File: config.mk
export PLATFORM = sky130hd
export DESIGN_NAME = pgm_crc_accum
export DESIGN_NICKNAME = d
export VERILOG_FILES = /design/src/rtl/pgm_crc_pkg.sv /design/src/rtl/pgm_crc_qualify.sv /design/src/rtl/pgm_crc_fold.sv /design/src/rtl/pgm_crc_reg.sv /design/src/rtl/pgm_crc_accum.sv
export SDC_FILE = /design/constraint.sdc
export NUM_CORES = 1
export LEC_CHECK = 0
export ABC_AREA = 0
export CAP_MARGIN = 20
export CORE_UTILIZATION = 52
export CTS_CLUSTER_DIAMETER = 60
export DETAILED_ROUTE_END_ITERATION = 6
export PLACE_DENSITY = 0.85
export RECOVER_POWER = 50
export SETUP_SLACK_MARGIN = 0.5
export SLEW_MARGIN = 20
export SYNTH_ARGS = -nofsm -noshare
export SYNTH_HDL_FRONTEND = slang
export SYNTH_HIERARCHICAL = 1
export SYNTH_SLANG_ARGS = --single-unit
File: constraint.sdc
create_clock -name clk -period 2.83 [get_ports clk]
set_input_delay 0.4245 -clock clk [delete_from_list [all_inputs] [get_ports clk]]
set_output_delay 0.4245 -clock clk [all_outputs]
set_load 0.1 [all_outputs]
File: src/rtl/pgm_crc_pkg.sv
package pgm_crc_pkg;
   localparam int unsigned DEF_CRC_W  = 16;
   localparam int unsigned DEF_DATA_W = 8;
   localparam logic [DEF_CRC_W-1:0] DEF_POLY = 16'h8005;

   typedef enum logic [1:0] {
      ACT_HOLD = 2'd0,
      ACT_FOLD = 2'd1,
      ACT_SEED = 2'd2
   } crc_act_e;
endpackage

File: src/rtl/pgm_crc_qualify.sv
module pgm_crc_qualify
   import pgm_crc_pkg::*;
(
   input  logic     byte_vld,
   input  logic     byte_ack,
   input  logic     byte_skip,
   input  logic     crc_clr,
   output crc_act_e act
);
   logic counted;

   assign counted = byte_vld & byte_ack & ~byte_skip;

   always_comb begin
      if (crc_clr)      act = ACT_SEED;
      else if (counted) act = ACT_FOLD;
      else              act = ACT_HOLD;
   end
endmodule

File: src/rtl/pgm_crc_fold.sv
module pgm_crc_fold #(
   parameter int unsigned CRC_W  = 16,
   parameter int unsigned DATA_W = 8,
   parameter logic [CRC_W-1:0] POLY = 16'h8005,
   parameter bit MSB_FIRST = 1'b1
) (
   input  logic [CRC_W-1:0]  crc_in,
   input  logic [DATA_W-1:0] data_in,
   output logic [CRC_W-1:0]  crc_out
);
   logic [CRC_W-1:0] chain [DATA_W+1];
   logic [DATA_W-1:0] order;

   initial begin
      if (CRC_W < 2)   $error("pgm_crc_fold: CRC_W must be at least 2");
      if (DATA_W < 1)  $error("pgm_crc_fold: DATA_W must be at least 1");
      if (!POLY[0])    $error("pgm_crc_fold: POLY bit 0 must be set");
   end

   generate
      if (MSB_FIRST) begin : g_msb
         assign order = data_in;
      end else begin : g_lsb
         for (genvar k = 0; k < DATA_W; k++) begin : g_rev
            assign order[k] = data_in[DATA_W-1-k];
         end
      end
   endgenerate

   assign chain[0] = crc_in;

   generate
      for (genvar s = 0; s < DATA_W; s++) begin : g_step
         logic fb;
         assign fb = chain[s][CRC_W-1] ^ order[DATA_W-1-s];
         assign chain[s+1] = {chain[s][CRC_W-2:0], 1'b0} ^ (fb ? POLY : '0);
      end
   endgenerate

   assign crc_out = chain[DATA_W];
endmodule

File: src/rtl/pgm_crc_reg.sv
module pgm_crc_reg
   import pgm_crc_pkg::*;
#(
   parameter int unsigned CRC_W = 16,
   parameter logic [CRC_W-1:0] SEED = '1
) (
   input  logic             clk,
   input  logic             rst_n,
   input  crc_act_e         act,
   input  logic [CRC_W-1:0] folded,
   output logic [CRC_W-1:0] q
);
   always_ff @(posedge clk or negedge rst_n) begin
      if (!rst_n) begin
         q <= SEED;
      end else begin
         unique case (act)
            ACT_SEED: q <= SEED;
            ACT_FOLD: q <= folded;
            default:  q <= q;
         endcase
      end
   end
endmodule

File: src/rtl/pgm_crc_accum.sv
module pgm_crc_accum
   import pgm_crc_pkg::*;
#(
   parameter int unsigned CRC_W  = DEF_CRC_W,
   parameter int unsigned DATA_W = DEF_DATA_W,
   parameter logic [CRC_W-1:0] POLY = DEF_POLY,
   parameter bit MSB_FIRST = 1'b1
) (
   input  logic              clk,
   input  logic              rst_n,
   input  logic              byte_vld,
   input  logic [DATA_W-1:0] byte_data,
   input  logic              byte_ack,
   input  logic              byte_skip,
   input  logic              crc_clr,
   output logic [CRC_W-1:0]  crc_value
);
   localparam logic [CRC_W-1:0] SEED = {CRC_W{1'b1}};

   crc_act_e         act;
   logic [CRC_W-1:0] folded;

   pgm_crc_qualify u_qual (
      .byte_vld (byte_vld),
      .byte_ack (byte_ack),
      .byte_skip(byte_skip),
      .crc_clr  (crc_clr),
      .act      (act)
   );

   pgm_crc_fold #(
      .CRC_W    (CRC_W),
      .DATA_W   (DATA_W),
      .POLY     (POLY),
      .MSB_FIRST(MSB_FIRST)
   ) u_fold (
      .crc_in (crc_value),
      .data_in(byte_data),
      .crc_out(folded)
   );

   pgm_crc_reg #(
      .CRC_W(CRC_W),
      .SEED (SEED)
   ) u_reg (
      .clk   (clk),
      .rst_n (rst_n),
      .act   (act),
      .folded(folded),
      .q     (crc_value)
   );
endmodule

==> results of run 1 <==
metal layers:
layer	wire length (um)	track usage (%)	part of all wire (%)	vias up
li1	-	-	-	363
met1	912	23.4	46	352
met2	985	27.8	50	19
met3	55	2.78	2.8	3
met4	30	10.0	1.5	0
met5	0	0	0	-
Yosys cell counts:
cell type	instances	area (um2)
a21oi_1	2	10.0
a21oi_2	14	123
and4bb_2	1	12.5
buf_2	1	5.00
buf_4	9	67.6
buf_6	2	22.5
dfstp_2	16	420
ha_1	1	12.5
inv_1	18	67.6
nor3b_1	2	15.0
nor3b_2	14	175
xnor2_1	8	70.1
xnor2_2	6	97.6
xnor3_1	1	22.5
xor2_1	7	61.3
xor2_2	1	16.3
area by class of cell:
type | instances | area, um2
tap | 28 | 35.0
inverter | 18 | 67.6
fill | 191 | 788
clock buffer | 4 | 36.3
multi-input combinational | 57 | 616
timing repair buffer | 30 | 228
sequential | 16 | 420
how the worst max path moves through the flow:
| stage | cells past startpoint | slack [ns] | end |
|---|---|---|---|
| floorplan | 6 | 0.66 | u_reg/q[15]$_DFFE_PN1P_ |
| global placement | 7 | 0.53 | u_reg/q[15]$_DFFE_PN1P_ |
| detailed placement | 7 | 0.53 | u_reg/q[15]$_DFFE_PN1P_ |
| CTS | 7 | 0.84 | u_reg/q[15]$_DFFE_PN1P_ |
| global route | 1 | 0.62 | crc_value[1] |
| finish | 1 | 0.68 | crc_value[13] |
where the power goes:
group          internal, mW  switching, mW
logic                0.0630         0.0883
registers             0.235        0.00297
clock network        0.0785         0.0787
total                 0.377          0.170
worst register-to-register path: stages, from the launching register on:
cell and delay, ns:
dfstp_2 0.57, xnor2_1 0.18, xor2_1 0.36, xnor2_1 0.22, xnor3_1 0.27, nor3b_2 0.20
a21oi_2 0.04
logic make-up (layout without fill, tap and decap cells):
family                   count (synthesis)  count (layout)
flip-flops                              16              16
buffers and inverters                   30              52
AND/OR/NAND/NOR                         17              17
XOR/XNOR                                23              23
adder cells (fa/ha/maj)                  1               1
AO/OA/AOI/OAI                           16              16
metrics by stage:
step	cell area [um2]	hold WS (ns)	setup WS, ns	cells
2_1_floorplan	1200	0.277	0.661	103
3_3_place_gp	1400	0.472	0.528	149
3_5_place_dp	1400	0.480	0.531	149
4_1_cts	1430	0.497	0.840	153
5_1_grt	1400	0.511	0.623	153
6_report	1400	0.492	0.676	153
==> results.yml, run 1 <==
status:
  status: "complete, no violations"
timing:
  final-setup-viol-count: 0
  finalMaxSlewViolations: 0
  slew_headroom_pct: 22.4
  setup-tns-final_ns: 0
  finClkSkew_ns: 0.00567
  clock.fmax_ghz: 0.464
  hold_viol_final: 0
  grt_setup_unrepaired: "no"
  min_period_ns: 2.15
  worst_pin_slew_ns: 1.17
  period_share_pct: 76.1
clock_network:
  cts_tree: "built"
  cts_setup_buffers: 0
  clk_pin_slew_ns: 0.10
  cts_buffer_depth: 2
  ctsRootBufferMaster: "clkbuf_4"
  cts_resized: 0
  cts_made_buffers: 3
  clk_latency_ns: 0.30
  cts_hold_buf: 0
  cts_sinks: 16
  htreeDepth: 1
placement:
  io_buffers: 29
  hpwlAfterDp_mm: 1.40
  place_congestion: 0.754
drt:
  drt.antenna.violating_nets: 0
  post_drt_wl_per_cell_um: 13.0
  wl_mm: 1.98
  routed-via-count: 737
  drt_iter0_drc: 4
  vias_per_cell: 4.82
  dr.pass1.iters: 4
  drc: 0
critical_path:
  critical_path_class: "reg -> out"
  end_kind: "output port"
  worstReg2RegEnd: "u_reg/q[15]$_DFFE_PN1P_"
  rr_startpoint: "u_reg/q[10]$_DFFE_PN1P_"
  critical_path.startpoint: "u_reg/q[13]$_DFFE_PN1P_"
  arrival_ns: 1.73
  r2r_slack_ns: 0.92
  crit_family: "buffers and inverters"
  crit_fanout: 3
  cpPeakStageDelay_ns: 0.86
  cp_cell_sequence: "clkbuf_1"
  worst_ep_required_time_ns: 2.41
  cpMaxStageDelayCell: "clkbuf_1"
  crit_buf_inv: 1
  critPathLaunchType: "register"
  reg2reg_depth: 6
min_path:
  holdPathStages: 2
  hp-class: "reg -> reg"
  min_to: "u_reg/q[9]$_DFFE_PN1P_"
  hp-start: "u_reg/q[9]$_DFFE_PN1P_"
floorplan:
  initial_core_util_pct: 54.7
  die_w_um: 50.0
  die_h_um: 50.0
  dieArea_um2: 2500
  fp-row-count: 17
  ioPinCount: 30
  coreArea_um2: 2190
power_and_ir_drop:
  powerDensity_nw_per_um2: 390
  p_leak_nw: 0.641
  power_mw: 0.546
  irDropWorstVdd_mv: 0.277
layout:
  largest_reg_flops: 16
  num_antenna_cells: 0
  layout_common_cells: "inv_1 (18), dfstp_2 (16), nor3b_2 (14), a21oi_2 (14), clkdlybuf4s50_1 (12)"
  final_util_pct: 64.0
  drive_above_1_share_pct: 52.0
  regMostFlops: "u_reg/q"
  finalNetCount: 141
  areaGrowthSynthToFinish_pct: 17.0
  reg_top3: "u_reg/q: 16 flops"
  layout_commonest_cell: "inv_1"
yosys:
  synth.distinct_cells: 16
  synth-seq-cells: 16
  synthMuxAreaShare_pct: 0
  ys.warnings.count: 6
  ys_seq_area_share_pct: 35.1
  synthXorXnorAreaFrac_pct: 22.3
  syn-mean-instance-area_um2: 11.6
  synth_fp_nets: 118
  syn_inst: 103
  synthAdderAreaFrac_pct: 1.04
  syn-cell-area_um2: 1200
  synth_simple_gate_area_share_pct: 16.9
  synth_top_family_by_area: "XOR/XNOR gates"
  synth_compound_area_share_pct: 11.1
global_route:
  grt_max_degree: 33
  grt_first_pass_wirelength_mm: 3.28
  antenna_found_initial: 0
  grt_pass1_vias: 710
  grt-ovfl-total: 0
  grt_usage_pct: 17.9
run:
  cap_viol_max_count: 0
No activity file was read; power rests on OpenSTA's default activity.
==> run 2: changes to the inputs <==
--- a/config.mk
+++ b/config.mk
@@ -7,10 +7,10 @@
 export LEC_CHECK = 0
 export ABC_AREA = 0
 export CAP_MARGIN = 20
-export CORE_UTILIZATION = 52
+export CORE_UTILIZATION = 44
 export CTS_CLUSTER_DIAMETER = 60
 export DETAILED_ROUTE_END_ITERATION = 6
-export PLACE_DENSITY = 0.85
+export PLACE_DENSITY = 0.77
 export RECOVER_POWER = 50
 export SETUP_SLACK_MARGIN = 0.5
 export SLEW_MARGIN = 20
==> constraint.sdc (replaced) <==
create_clock -name clk -period 1.9 [get_ports clk]
set_input_delay 0.285 -clock clk [delete_from_list [all_inputs] [get_ports clk]]
set_output_delay 0.285 -clock clk [all_outputs]
set_load 0.1 [all_outputs]
==> run 2 against run 1 <==
Against the previous run: the run now ends with setup timing left; sequential share of layout area fell by 9.4 points; flip-flop and latch count unchanged; global-route usage increased by 7.9 points; clock power rose by 51%; largest cell class unchanged; utilization up 23 points; final area rose by 56%; clock skew grew 0.0010 ns; register-to-register slack got worse by 0.92 ns; hold slack better by 0.033 ns; die area up 17%; count of clock-buffer cells in the layout unchanged.
==> results.yml, run 2 (same netlist as run 1, synthesis figures left out) <==
status:
  status: "complete, but fails checks"
  violations: "setup timing"
layout:
  regMostFlops: "u_reg/q"
  drive_above_1_share_pct: 74.4
  areaGrowthSynthToFinish_pct: 82.7
  num_antenna_cells: 0
  fill_cells: 108
  reg_top3: "u_reg/q: 16 flops"
  final_util_pct: 86.8
  regArea_um2: 450
  multi_input_comb_area_um2: 821
  largest_reg_flops: 16
  layout_commonest_cell: "buf_4"
  finalNetCount: 176
  postLayoutCellArea_um2: 2190
  layout_common_cells: "buf_4 (21), inv_1 (18), buf_12 (16)"
critical_path:
  critical_path_class: "reg -> reg"
  rr_startpoint: "u_reg/q[10]$_DFFE_PN1P_"
  reg2reg_depth: 6
  arrival_ns: 2.14
  cp_cell_sequence: "xnor2_4 -> xor2_2 -> xnor2_2 -> xnor3_1 -> nor3b_2 -> a21oi_2"
  crit_buf_inv: 0
  critical_path.startpoint: "u_reg/q[10]$_DFFE_PN1P_"
  crit_fanout: 2
  worst_ep_required_time_ns: 2.14
  critPathLaunchType: "register"
  cpMaxStageDelayCell: "dfstp_4"
  crit_family: "XOR/XNOR gates"
  end_kind: "register"
  critical_path_cell_count: 6
  cpPeakStageDelay_ns: 0.67
global_route:
  grt_usage_pct: 25.8
  grt_max_degree: 17
  grt_first_pass_wirelength_mm: 5.04
  grt_pass1_vias: 962
  antenna_found_initial: 0
  grt-ovfl-total: 0
min_path:
  hp-class: "reg -> reg"
  hp-start: "u_reg/q[2]$_DFFE_PN1P_"
  holdPathStages: 2
timing:
  min_period_ns: 1.90
  grt_setup_unrepaired: "yes"
  slew_headroom_pct: 38.0
  finClkSkew_ns: 0.00668
  period_share_pct: 100
  worst_pin_slew_ns: 0.930
  worst_slack_ns: -0.00182
  final-setup-viol-count: 1
  hold_viol_final: 0
  finalMaxSlewViolations: 0
  clock.fmax_ghz: 0.526
drt:
  post_drt_wl_per_cell_um: 20.0
  wl_mm: 3.81
  routed-via-count: 960
  vias_per_cell: 5.05
  drc: 0
  dr.pass1.iters: 4
  drt_iter0_drc: 24
  drt.antenna.violating_nets: 0
clock_network:
  cts_tree: "built"
  cts_buffer_depth: 2
  cts_made_buffers: 3
  clk_pin_slew_ns: 0.10
  clk_latency_ns: 0.30
  ctsRootBufferMaster: "clkbuf_4"
  htreeDepth: 1
  cts_sinks: 16
floorplan:
  dieArea_um2: 2940
  coreArea_um2: 2520
  die_h_um: 54.2
  initial_core_util_pct: 47.5
  die_w_um: 54.2
  fp-row-count: 18
  ioPinCount: 30
power_and_ir_drop:
  p_leak_nw: 1.03
  irDropWorstVdd_mv: 0.444
  powerDensity_nw_per_um2: 455
run:
  cap_viol_max_count: 0
placement:
  place_area_um2: 1860
  place_congestion: 0.760
  hpwlAfterDp_mm: 1.75
  io_buffers: 29
  pre_cts_ws_ns: -0.171
[run 2: path summary, 6_finish.rpt]
kind,endpoint,slack [ns]
max,u_reg/q[15]$_DFFE_PN1P_,-0.002
min,u_reg/q[2]$_DFFE_PN1P_,0.52
max reg2reg,u_reg/q[15]$_DFFE_PN1P_,-0.002
min reg2reg,u_reg/q[2]$_DFFE_PN1P_,0.52
max in group asynchronous,u_reg/q[3]$_DFFE_PN1P_,0.77
min in group asynchronous,u_reg/q[4]$_DFFE_PN1P_,1.09
[run 2: per-stage QoR]
step                      hold slack, ns  setup TNS, ns  cells  total power, mW
after CTS                          0.511              0    180            0.979
final                              0.525       -0.00182    190            0.995
after global placement             0.493         -0.142    163            0.671
after global routing               0.540        -0.0769    190             1.04
after detailed placement           0.497         -0.314    163            0.679
after floorplan                    0.137         -0.112    103            0.590
[run 2: power breakdown]
part	internal, mW	switching, mW
registers	0.350	0.00713
logic	0.201	0.200
clock network	0.117	0.120
[run 2: timing repair]
item                       4_1_cts  5_1_grt
buffers inserted                10       10
gates cloned                     3        0
resized for setup               25        7
pin swaps                        9        8
hold buffers                     0        0
setup endpoints to repair       24       21
[run 2: metal layers]
layer / GRT usage (%) / vias up / wire length, um
li1: - / 434 / -
met1: 30.8 / 490 / 1560
met2: 45.1 / 28 / 2070
met3: 3.67 / 8 / 106
met4: 12.0 / 0 / 64
met5: 0 / - / 0
[run 2: layout make-up]
class | instances | area share [%]
clock buffers | 4 | 1.66
inverters | 18 | 3.09
multi-input cells | 57 | 37.5
flip-flops and latches | 16 | 20.6
well taps | 30 | 1.71
repair buffers | 65 | 35.5
[run 2: worst register-to-register path: cells and delay by family (launching register included)]
kind / cells / cell delay [ns]
AND/OR/NAND/NOR: 1 / 0.21
AO/OA/AOI/OAI: 1 / 0.05
flip-flops: 1 / 0.67
XOR/XNOR: 4 / 0.91
==> run 3: changes to the inputs <==
--- a/config.mk
+++ b/config.mk
@@ -6,7 +6,7 @@
 export NUM_CORES = 1
 export LEC_CHECK = 0
 export ABC_AREA = 0
-export CAP_MARGIN = 20
+export CAP_MARGIN = 25
 export CORE_UTILIZATION = 44
 export CTS_CLUSTER_DIAMETER = 60
 export DETAILED_ROUTE_END_ITERATION = 6
==> results of run 3 <==
No change in the layout: final DEF, timing and power equal those of run 2.
